$ cat config.mk
export PLATFORM = sky130hd
export DESIGN_NAME = sc_stat_irq
export DESIGN_NICKNAME = d
export VERILOG_FILES = /design/src/rtl/sc_stat_pkg.sv /design/src/rtl/sc_flag_cell.sv /design/src/rtl/sc_evt_map.sv /design/src/rtl/sc_req_gen.sv /design/src/rtl/sc_stat_irq.sv
export SDC_FILE = /design/constraint.sdc
export NUM_CORES = 1
export LEC_CHECK = 0
export ABC_AREA = 1
export BUFFER_PORTS_ARGS = -buffer_cell sky130_fd_sc_hd__buf_2
export CELL_PAD_IN_SITES_DETAIL_PLACEMENT = 0
export CELL_PAD_IN_SITES_GLOBAL_PLACEMENT = 2
export CORE_ASPECT_RATIO = 1.1
export CORE_UTILIZATION = 22
export DETAILED_ROUTE_END_ITERATION = 10
export PLACE_DENSITY_LB_ADDON = 0.1
export SLEW_MARGIN = 20
export SYNTH_ARGS = -nofsm -noshare
export SYNTH_HDL_FRONTEND = slang
export SYNTH_SLANG_ARGS = --single-unit
$ cat constraint.sdc
create_clock -name clk -period 1 [get_ports clk]
set_input_delay 0.2 -clock clk [delete_from_list [all_inputs] [get_ports clk]]
set_output_delay 0.2 -clock clk [all_outputs]
set_load 0.01 [all_outputs]
$ cat src/rtl/sc_stat_pkg.sv
package sc_stat_pkg;
  localparam int NUM_FLAGS = 5;
  localparam int B_TEND    = 0;
  localparam int B_RXF     = 1;
  localparam int B_OVR     = 2;
  localparam int B_PAR     = 3;
  localparam int B_FER     = 4;
  localparam int NUM_ERR   = NUM_FLAGS - B_OVR;

  typedef logic [NUM_FLAGS-1:0] flag_vec_t;

  localparam flag_vec_t FLAG_RST = flag_vec_t'(1) << B_TEND;
  localparam flag_vec_t ERR_MASK = ((flag_vec_t'(1) << NUM_ERR) - 1) << B_OVR;
endpackage

$ cat src/rtl/sc_flag_cell.sv
module sc_flag_cell #(
  parameter logic RST_VAL = 1'b0
) (
  input  logic clk,
  input  logic rst_n,
  input  logic set_i,
  input  logic hw_clr_i,
  input  logic rd_i,
  input  logic wr_i,
  input  logic wbit_i,
  output logic flag_o
);
  logic flag_q, flag_d;
  logic arm_q, arm_d;
  logic sw_clr;

  always_comb begin
    sw_clr = wr_i & ~wbit_i & arm_q;
    flag_d = set_i | (flag_q & ~(sw_clr | hw_clr_i));
    if (!flag_d || set_i)
      arm_d = 1'b0;
    else if (rd_i && flag_q)
      arm_d = 1'b1;
    else
      arm_d = arm_q;
  end

  always_ff @(posedge clk) begin
    if (!rst_n) begin
      flag_q <= RST_VAL;
      arm_q  <= 1'b0;
    end else begin
      flag_q <= flag_d;
      arm_q  <= arm_d;
    end
  end

  assign flag_o = flag_q;

  // a set event always leaves the flag at 1
  a_r11_set_wins: assert property (@(posedge clk) disable iff (!rst_n)
    set_i |=> flag_q);

  // without an armed clear or a hardware clear the flag never falls
  a_r10_no_unarmed_clear: assert property (@(posedge clk) disable iff (!rst_n)
    (!arm_q && !hw_clr_i) |=> (flag_q || !$past(flag_q)));
endmodule

$ cat src/rtl/sc_evt_map.sv
module sc_evt_map
  import sc_stat_pkg::*;
(
  input  logic      tx_frame_done_i,
  input  logic      rx_byte_done_i,
  input  logic      rx_parity_err_i,
  input  logic      rx_overrun_i,
  input  logic      line_err_i,
  input  logic      retx_active_i,
  input  logic      dma_tx_ack_i,
  input  logic      dma_rx_ack_i,
  output flag_vec_t set_o,
  output flag_vec_t hw_clr_o
);
  logic rx_bad;

  always_comb begin
    rx_bad = rx_parity_err_i | rx_overrun_i | line_err_i;
    set_o  = '0;
    set_o[B_TEND] = tx_frame_done_i & ~retx_active_i;
    set_o[B_RXF]  = rx_byte_done_i & ~rx_bad;
    set_o[B_OVR]  = rx_overrun_i;
    set_o[B_PAR]  = rx_parity_err_i;
    set_o[B_FER]  = line_err_i;

    hw_clr_o = '0;
    hw_clr_o[B_TEND] = dma_tx_ack_i | retx_active_i;
    hw_clr_o[B_RXF]  = dma_rx_ack_i;
  end
endmodule

$ cat src/rtl/sc_req_gen.sv
module sc_req_gen
  import sc_stat_pkg::*;
(
  input  logic      clk,
  input  logic      rst_n,
  input  flag_vec_t flags_i,
  input  logic      ctl_wr_i,
  input  logic      ctl_tx_ie_i,
  input  logic      ctl_rx_ie_i,
  output logic      irq_txe_o,
  output logic      irq_rxf_o,
  output logic      irq_err_o
);
  logic tie_q, rie_q;
  logic txe_q, rxf_q, err_q;

  always_ff @(posedge clk) begin
    if (!rst_n) begin
      tie_q <= 1'b0;
      rie_q <= 1'b0;
      txe_q <= 1'b0;
      rxf_q <= 1'b0;
      err_q <= 1'b0;
    end else begin
      if (ctl_wr_i) begin
        tie_q <= ctl_tx_ie_i;
        rie_q <= ctl_rx_ie_i;
      end
      txe_q <= flags_i[B_TEND] & tie_q;
      rxf_q <= flags_i[B_RXF] & rie_q;
      err_q <= (|(flags_i & ERR_MASK)) & rie_q;
    end
  end

  assign irq_txe_o = txe_q;
  assign irq_rxf_o = rxf_q;
  assign irq_err_o = err_q;

  // an error request always traces back to an error flag
  a_r4_err_has_source: assert property (@(posedge clk) disable iff (!rst_n)
    irq_err_o |-> $past(|(flags_i & ERR_MASK)));

  // a transmit request never appears without a transmit-end flag
  a_r2_txe_has_source: assert property (@(posedge clk) disable iff (!rst_n)
    irq_txe_o |-> $past(flags_i[B_TEND]));
endmodule

$ cat src/rtl/sc_stat_irq.sv
module sc_stat_irq
  import sc_stat_pkg::*;
(
  input  logic                 clk,
  input  logic                 rst_n,
  input  logic                 tx_frame_done_i,
  input  logic                 rx_byte_done_i,
  input  logic                 rx_parity_err_i,
  input  logic                 rx_overrun_i,
  input  logic                 line_err_i,
  input  logic                 retx_active_i,
  input  logic                 dma_tx_ack_i,
  input  logic                 dma_rx_ack_i,
  input  logic                 stat_rd_i,
  input  logic                 stat_wr_i,
  input  logic [NUM_FLAGS-1:0] stat_wdata_i,
  input  logic                 ctl_wr_i,
  input  logic                 ctl_tx_ie_i,
  input  logic                 ctl_rx_ie_i,
  output logic [NUM_FLAGS-1:0] stat_o,
  output logic                 irq_txe_o,
  output logic                 irq_rxf_o,
  output logic                 irq_err_o,
  output logic                 irq_tend_o
);
  flag_vec_t set_v, hw_clr_v, flags;

  sc_evt_map u_map (
    .tx_frame_done_i (tx_frame_done_i),
    .rx_byte_done_i  (rx_byte_done_i),
    .rx_parity_err_i (rx_parity_err_i),
    .rx_overrun_i    (rx_overrun_i),
    .line_err_i      (line_err_i),
    .retx_active_i   (retx_active_i),
    .dma_tx_ack_i    (dma_tx_ack_i),
    .dma_rx_ack_i    (dma_rx_ack_i),
    .set_o           (set_v),
    .hw_clr_o        (hw_clr_v)
  );

  for (genvar i = 0; i < NUM_FLAGS; i++) begin : g_flag
    sc_flag_cell #(.RST_VAL(FLAG_RST[i])) u_cell (
      .clk      (clk),
      .rst_n    (rst_n),
      .set_i    (set_v[i]),
      .hw_clr_i (hw_clr_v[i]),
      .rd_i     (stat_rd_i),
      .wr_i     (stat_wr_i),
      .wbit_i   (stat_wdata_i[i]),
      .flag_o   (flags[i])
    );
  end

  sc_req_gen u_req (
    .clk         (clk),
    .rst_n       (rst_n),
    .flags_i     (flags),
    .ctl_wr_i    (ctl_wr_i),
    .ctl_tx_ie_i (ctl_tx_ie_i),
    .ctl_rx_ie_i (ctl_rx_ie_i),
    .irq_txe_o   (irq_txe_o),
    .irq_rxf_o   (irq_rxf_o),
    .irq_err_o   (irq_err_o)
  );

  assign stat_o     = flags;
  assign irq_tend_o = 1'b0;

  // retransmission keeps the transmit-end flag low
  a_r7_retx_holds: assert property (@(posedge clk) disable iff (!rst_n)
    retx_active_i |=> !stat_o[B_TEND]);

  // a byte arriving with an error never raises receive-full
  a_r8_err_blocks_rxf: assert property (@(posedge clk) disable iff (!rst_n)
    (rx_byte_done_i && (rx_parity_err_i || rx_overrun_i || line_err_i)
     && !stat_o[B_RXF] && !dma_rx_ack_i) |=> !stat_o[B_RXF]);

  // a receive DMA acknowledge without a new byte clears receive-full
  a_r6_dma_rx_clear: assert property (@(posedge clk) disable iff (!rst_n)
    (dma_rx_ack_i && !rx_byte_done_i) |=> !stat_o[B_RXF]);

  // a transmit DMA acknowledge without a new frame clears transmit-end
  a_r6_dma_tx_clear: assert property (@(posedge clk) disable iff (!rst_n)
    (dma_tx_ack_i && !tx_frame_done_i) |=> !stat_o[B_TEND]);

  // error flags never fall without a software write
  a_r9_err_sticky: assert property (@(posedge clk) disable iff (!rst_n)
    !stat_wr_i |=> (($past(stat_o) & ERR_MASK & ~stat_o) == '0));
endmodule

# Word level (Yosys, flattened, before mapping)
# Index checks and enable logic that the tools add are counted.
word_totals:
  register_bits: 15
  input_bits: 20
  out_inout_bits: 9
  elab_cells: 79
op_classes:
  bitwise: 43
  n_reduce_logical: 21
op_table:
  columns: ["cell", "n"]
  rows:
  - ["$and 1x1->1", 20]
  - ["$not 1->1", 13]
  - ["$or 1x1->1", 10]
  - ["$reduce_or 2->1", 5]
  - ["$logic_and 1x1->1", 5]
  - ["$logic_not 1->1", 5]
  - ["$logic_or 1x1->1", 5]
  - ["$reduce_or 3->1", 1]

# Depth between registers and ports, before layout
depth:
  word_depth: 10
  mapped_depth: 5

# Modules after synthesis
# Synthesis repeated with hierarchy kept, for this count alone.
unflattened:
  cells_unflattened: 116
  area_unflattened_um2: 770.7
modules_own_cells:
  columns: ["mod", "n_inst", "cells_each", "area_per_inst_um2"]
  rows:
  - ["sc_flag_cell at g_flag[1].u_cell ...", 4, 15, 98.8]
  - ["sc_req_gen", 1, 22, 173.9]
  - ["sc_flag_cell at g_flag[0].u_cell", 1, 15, 97.6]
  - ["sc_evt_map", 1, 17, 92.6]
  - ["sc_stat_irq", 1, 2, 11.3]

# Worst setup path before layout
# No wires, ideal clock.
synth_timing:
  kind: "register to register"
  from: "reg g_flag[1].u_cell.flag_q"
  to: "reg g_flag[1].u_cell.flag_q"
  t_arrival_ns: 0.627
  t_required_ns: 0.930
  slack_ns: 0.303
  path_stages_with_launch: 5
  n_path_buf: 0
  path_cell_list: "dfxtp_1 inv_1 nor2_1 nand2_1 a21oi_1"
synth_via:
  elab_chain_cells: 2
synth_rtl:
  columns: ["item", "line", "source"]
  rows:
  - ["start: declaration", "sc_flag_cell.sv:13", "logic flag_q, flag_d;"]
  - ["start signal: assignment", "sc_flag_cell.sv:33", "flag_q <= flag_d;"]
  - ["$and 1x1->1", "sc_flag_cell.sv:19", "flag_d = set_i | (flag_q & ~(sw_clr | hw_clr_i));"]
  - ["$or 1x1->1", "sc_flag_cell.sv:19", null]
# No other way between the ends.
# A chain may end at the register's enable or synchronous reset.

# Final worst setup path
layout_timing:
  from: "reg g_flag[4].u_cell.flag_q"
  to: "out stat_o[4]"
layout_lines:
  columns: ["item", "line", "source"]
  rows:
  - ["start: declaration", "sc_flag_cell.sv:13", null]
  - ["start signal: assignment", "sc_flag_cell.sv:33", null]
  - ["end: declaration", "sc_stat_irq.sv:20", "output logic [NUM_FLAGS-1:0] stat_o,"]
# No word-level cell between the ends.

==> run metrics <==
R2R Path End u_req.irq_err_o; Post-Syn Area 642 µm²; PortBufs 27; layout cell share with drive strength beyond 1 33.6%; antenna cells 0; standard-cell rows 20; boundary pin count 29; Die ar. 3140 µm²; final routed DRC violation total 0; Slew Viols, Final 0; deepest clock path buffer count 2; Cell variety after synth 13; Gate Count Post-Synth 91; CTS tree yes; Max Cap Viol 0; Die H 58.7 µm; WL per Instance 9.61 µm; Post-DP Area 773 µm²; Die W 53.5 µm; Via-to-Cell Ratio 3.87; worst min-delay path endpoint u_req.tie_q; register area 307 µm²; pwr dens 1370 nW/µm²; slowest cell delay on critical path 0.36 ns; VDD IR max 0.000704 V; Hold Crit Depth 3; Synth Net Count 111; Worst Path Buf+Inv 1; nets 140; antenna-violating nets left 0; CP arrival 0.76 ns; global-route wire length before repair 2350 µm; Setup-failing EPs final 0; DPL Wire Length 1180 µm; H-tree levels 1; core area 2780 µm²; startpoint types flip-flop; Fmax 1.04 GHz; DRT iter0 DRCs 7; RR Startpoint g_flag[4].u_cell.flag_o; Reg2Reg Depth 3; DRT Pass-1 Iters 2; Pleak 0.438 nW; RSZ-0062 raised after global routing false; Hold Fails Final Rpt 0; Clk pin slew, worst setup/hold paths 0.09 ns; outcome finished, final reports clean; worst hold path startpoint ctl_tx_ie_i; Ys Warns 0; cell chain of the critical path buf_2; crit path time final 0.964 ns; Area Overhead vs Synth 30.0%; initial antenna violation count 0; Tcrit/Tclk final 96.4%; CTS Sinks 15; Worst Hold Class in2reg; Worst R2R Setup Slack 0.13 ns; vias after detailed routing 588; worst skew pair latency 0.28 ns; total track usage 10.7%; skew final 0.00155 ns; sequential share of the synthesized area 46.8%; Fillers 329; gpl congestion 0.704; hold_ws 0.140 ns; Avg Cell Area, Syn 7.05 µm²; multi-input logic area 229 µm²; Starting Density 23.1%; synthesis-stage register bit count 15; critical path required time 0.80 ns; Crit path max-delay family flip-flops; largest net degree at the start of global routing 9; setup TNS 0 ns; crit end category output pin; Worst Path Class, Setup reg2out; crit-path max FO 4; clk root buf clkbuf_4; number of CTS-inserted buffers 3; Congestion Overflow GR 0; slowest cell on the critical path dfxtp_2; vias in the first global route 564; DRT Wirelength 1460 µm; fin area 835 µm²
synthesized netlist by cell type, drive strengths merged:
master | n | area [µm²]
conb | 1 | 3.75
buf | 6 | 45.0
inv | 18 | 67.6
nor3 | 3 | 15.0
nand2 | 17 | 63.8
a21oi | 6 | 33.8
nand3 | 10 | 50.1
a21o | 1 | 7.51
nor2 | 12 | 45.0
dfxtp | 15 | 300
o21ai | 2 | 10.0
per-stage QoR:
stage | utilization [%] | setup slack (ns) | total power [mW] | std cells
2_1_floorplan | - | 0.303 | 0.735 | 91
3_3_place_gp | 27.8 | 0.140 | 0.797 | 145
3_5_place_dp | 27.8 | 0.191 | 0.797 | 145
4_1_cts | 29.0 | 0.0148 | 1.15 | 149
5_1_grt | 30.0 | 0.00167 | 1.21 | 152
6_report | 30.0 | 0.0361 | 1.15 | 152
metal layers:
layer  vias to the layer above  GRT usage, %  share of wire (%)
met3                         0          2.33                4.1
met1                       249          12.5                 46
met4                         0          4.51                  0
met2                        14          18.6                 50
met5                         -             0                  0
li1                        325             -                  -
cell families (layout without fill, tap and decap cells):
logic type             after synthesis  after routing  share of synthesized area [%]
AO/OA/AOI/OAI                        9              9                           7.99
flip-flops                          15             15                           46.8
other                                1              1                          0.584
buffers and inverters               24             52                           17.5
AND/OR/NAND/NOR                     42             42                           27.1
tightest hold or removal path: stages:
cell and delay [ns]:
buf_2 0.07, nor2_1 0.03, nor2_1 0.08
cell type report:
type	instances	area share, %
sequential	15	36.7
multi-input combinational	52	27.4
timing repair buffer	30	19.6
inverter	18	8.10
tap	33	4.95
clock buffer	4	3.15
power breakdown:
part | switching, mW | internal, mW
clock | 0.194 | 0.154
combinational | 0.0819 | 0.0760
sequential | 0.0158 | 0.624
total | 0.292 | 0.854
placed cells by master, fill, tap and decap left out, types with 5 or more instances in the layout:
master   instances
dfxtp_1         10
dfxtp_2          5
buf_2           26
nor2_1          12
inv_1           17
nand3_1         10
nand2_1         17
a21oi_1          5
what timing repair did:
| action | in CTS | in global routing |
|---|---|---|
| hold buffers | 0 | 0 |
| endpoints found under the setup margin | 4 | 4 |
| buffers inserted | 0 | 3 |
| gates resized for setup | 4 | 2 |
| hold endpoints to repair | 0 | 0 |
worst max-delay path by stage:
stage	start	end	slack, ns	cells after the start
finish	g_flag[4].u_cell.flag_o	stat_o[4]	0.04	1
detailed placement	rst_n	g_flag[0].u_cell.arm_q	0.19	5
floorplan	g_flag[1].u_cell.flag_o	g_flag[1].u_cell.flag_o	0.30	4
global route	g_flag[3].u_cell.flag_o	stat_o[3]	0.002	1
global placement	g_flag[1].u_cell.flag_o	g_flag[1].u_cell.flag_o	0.14	4
CTS	g_flag[1].u_cell.flag_o	stat_o[1]	0.01	1
flip-flops by register name, summed over array words and instances, names as in the netlist:
| signal | cells |
|---|---|
| u_req.rie_q | 1 |
| u_req.irq_txe_o | 1 |
| g_flag.u_cell.flag_o | 5 |
| g_flag.u_cell.arm_q | 5 |
| u_req.tie_q | 1 |
| u_req.irq_err_o | 1 |
| u_req.irq_rxf_o | 1 |
(Power assumes the default switching activity.)
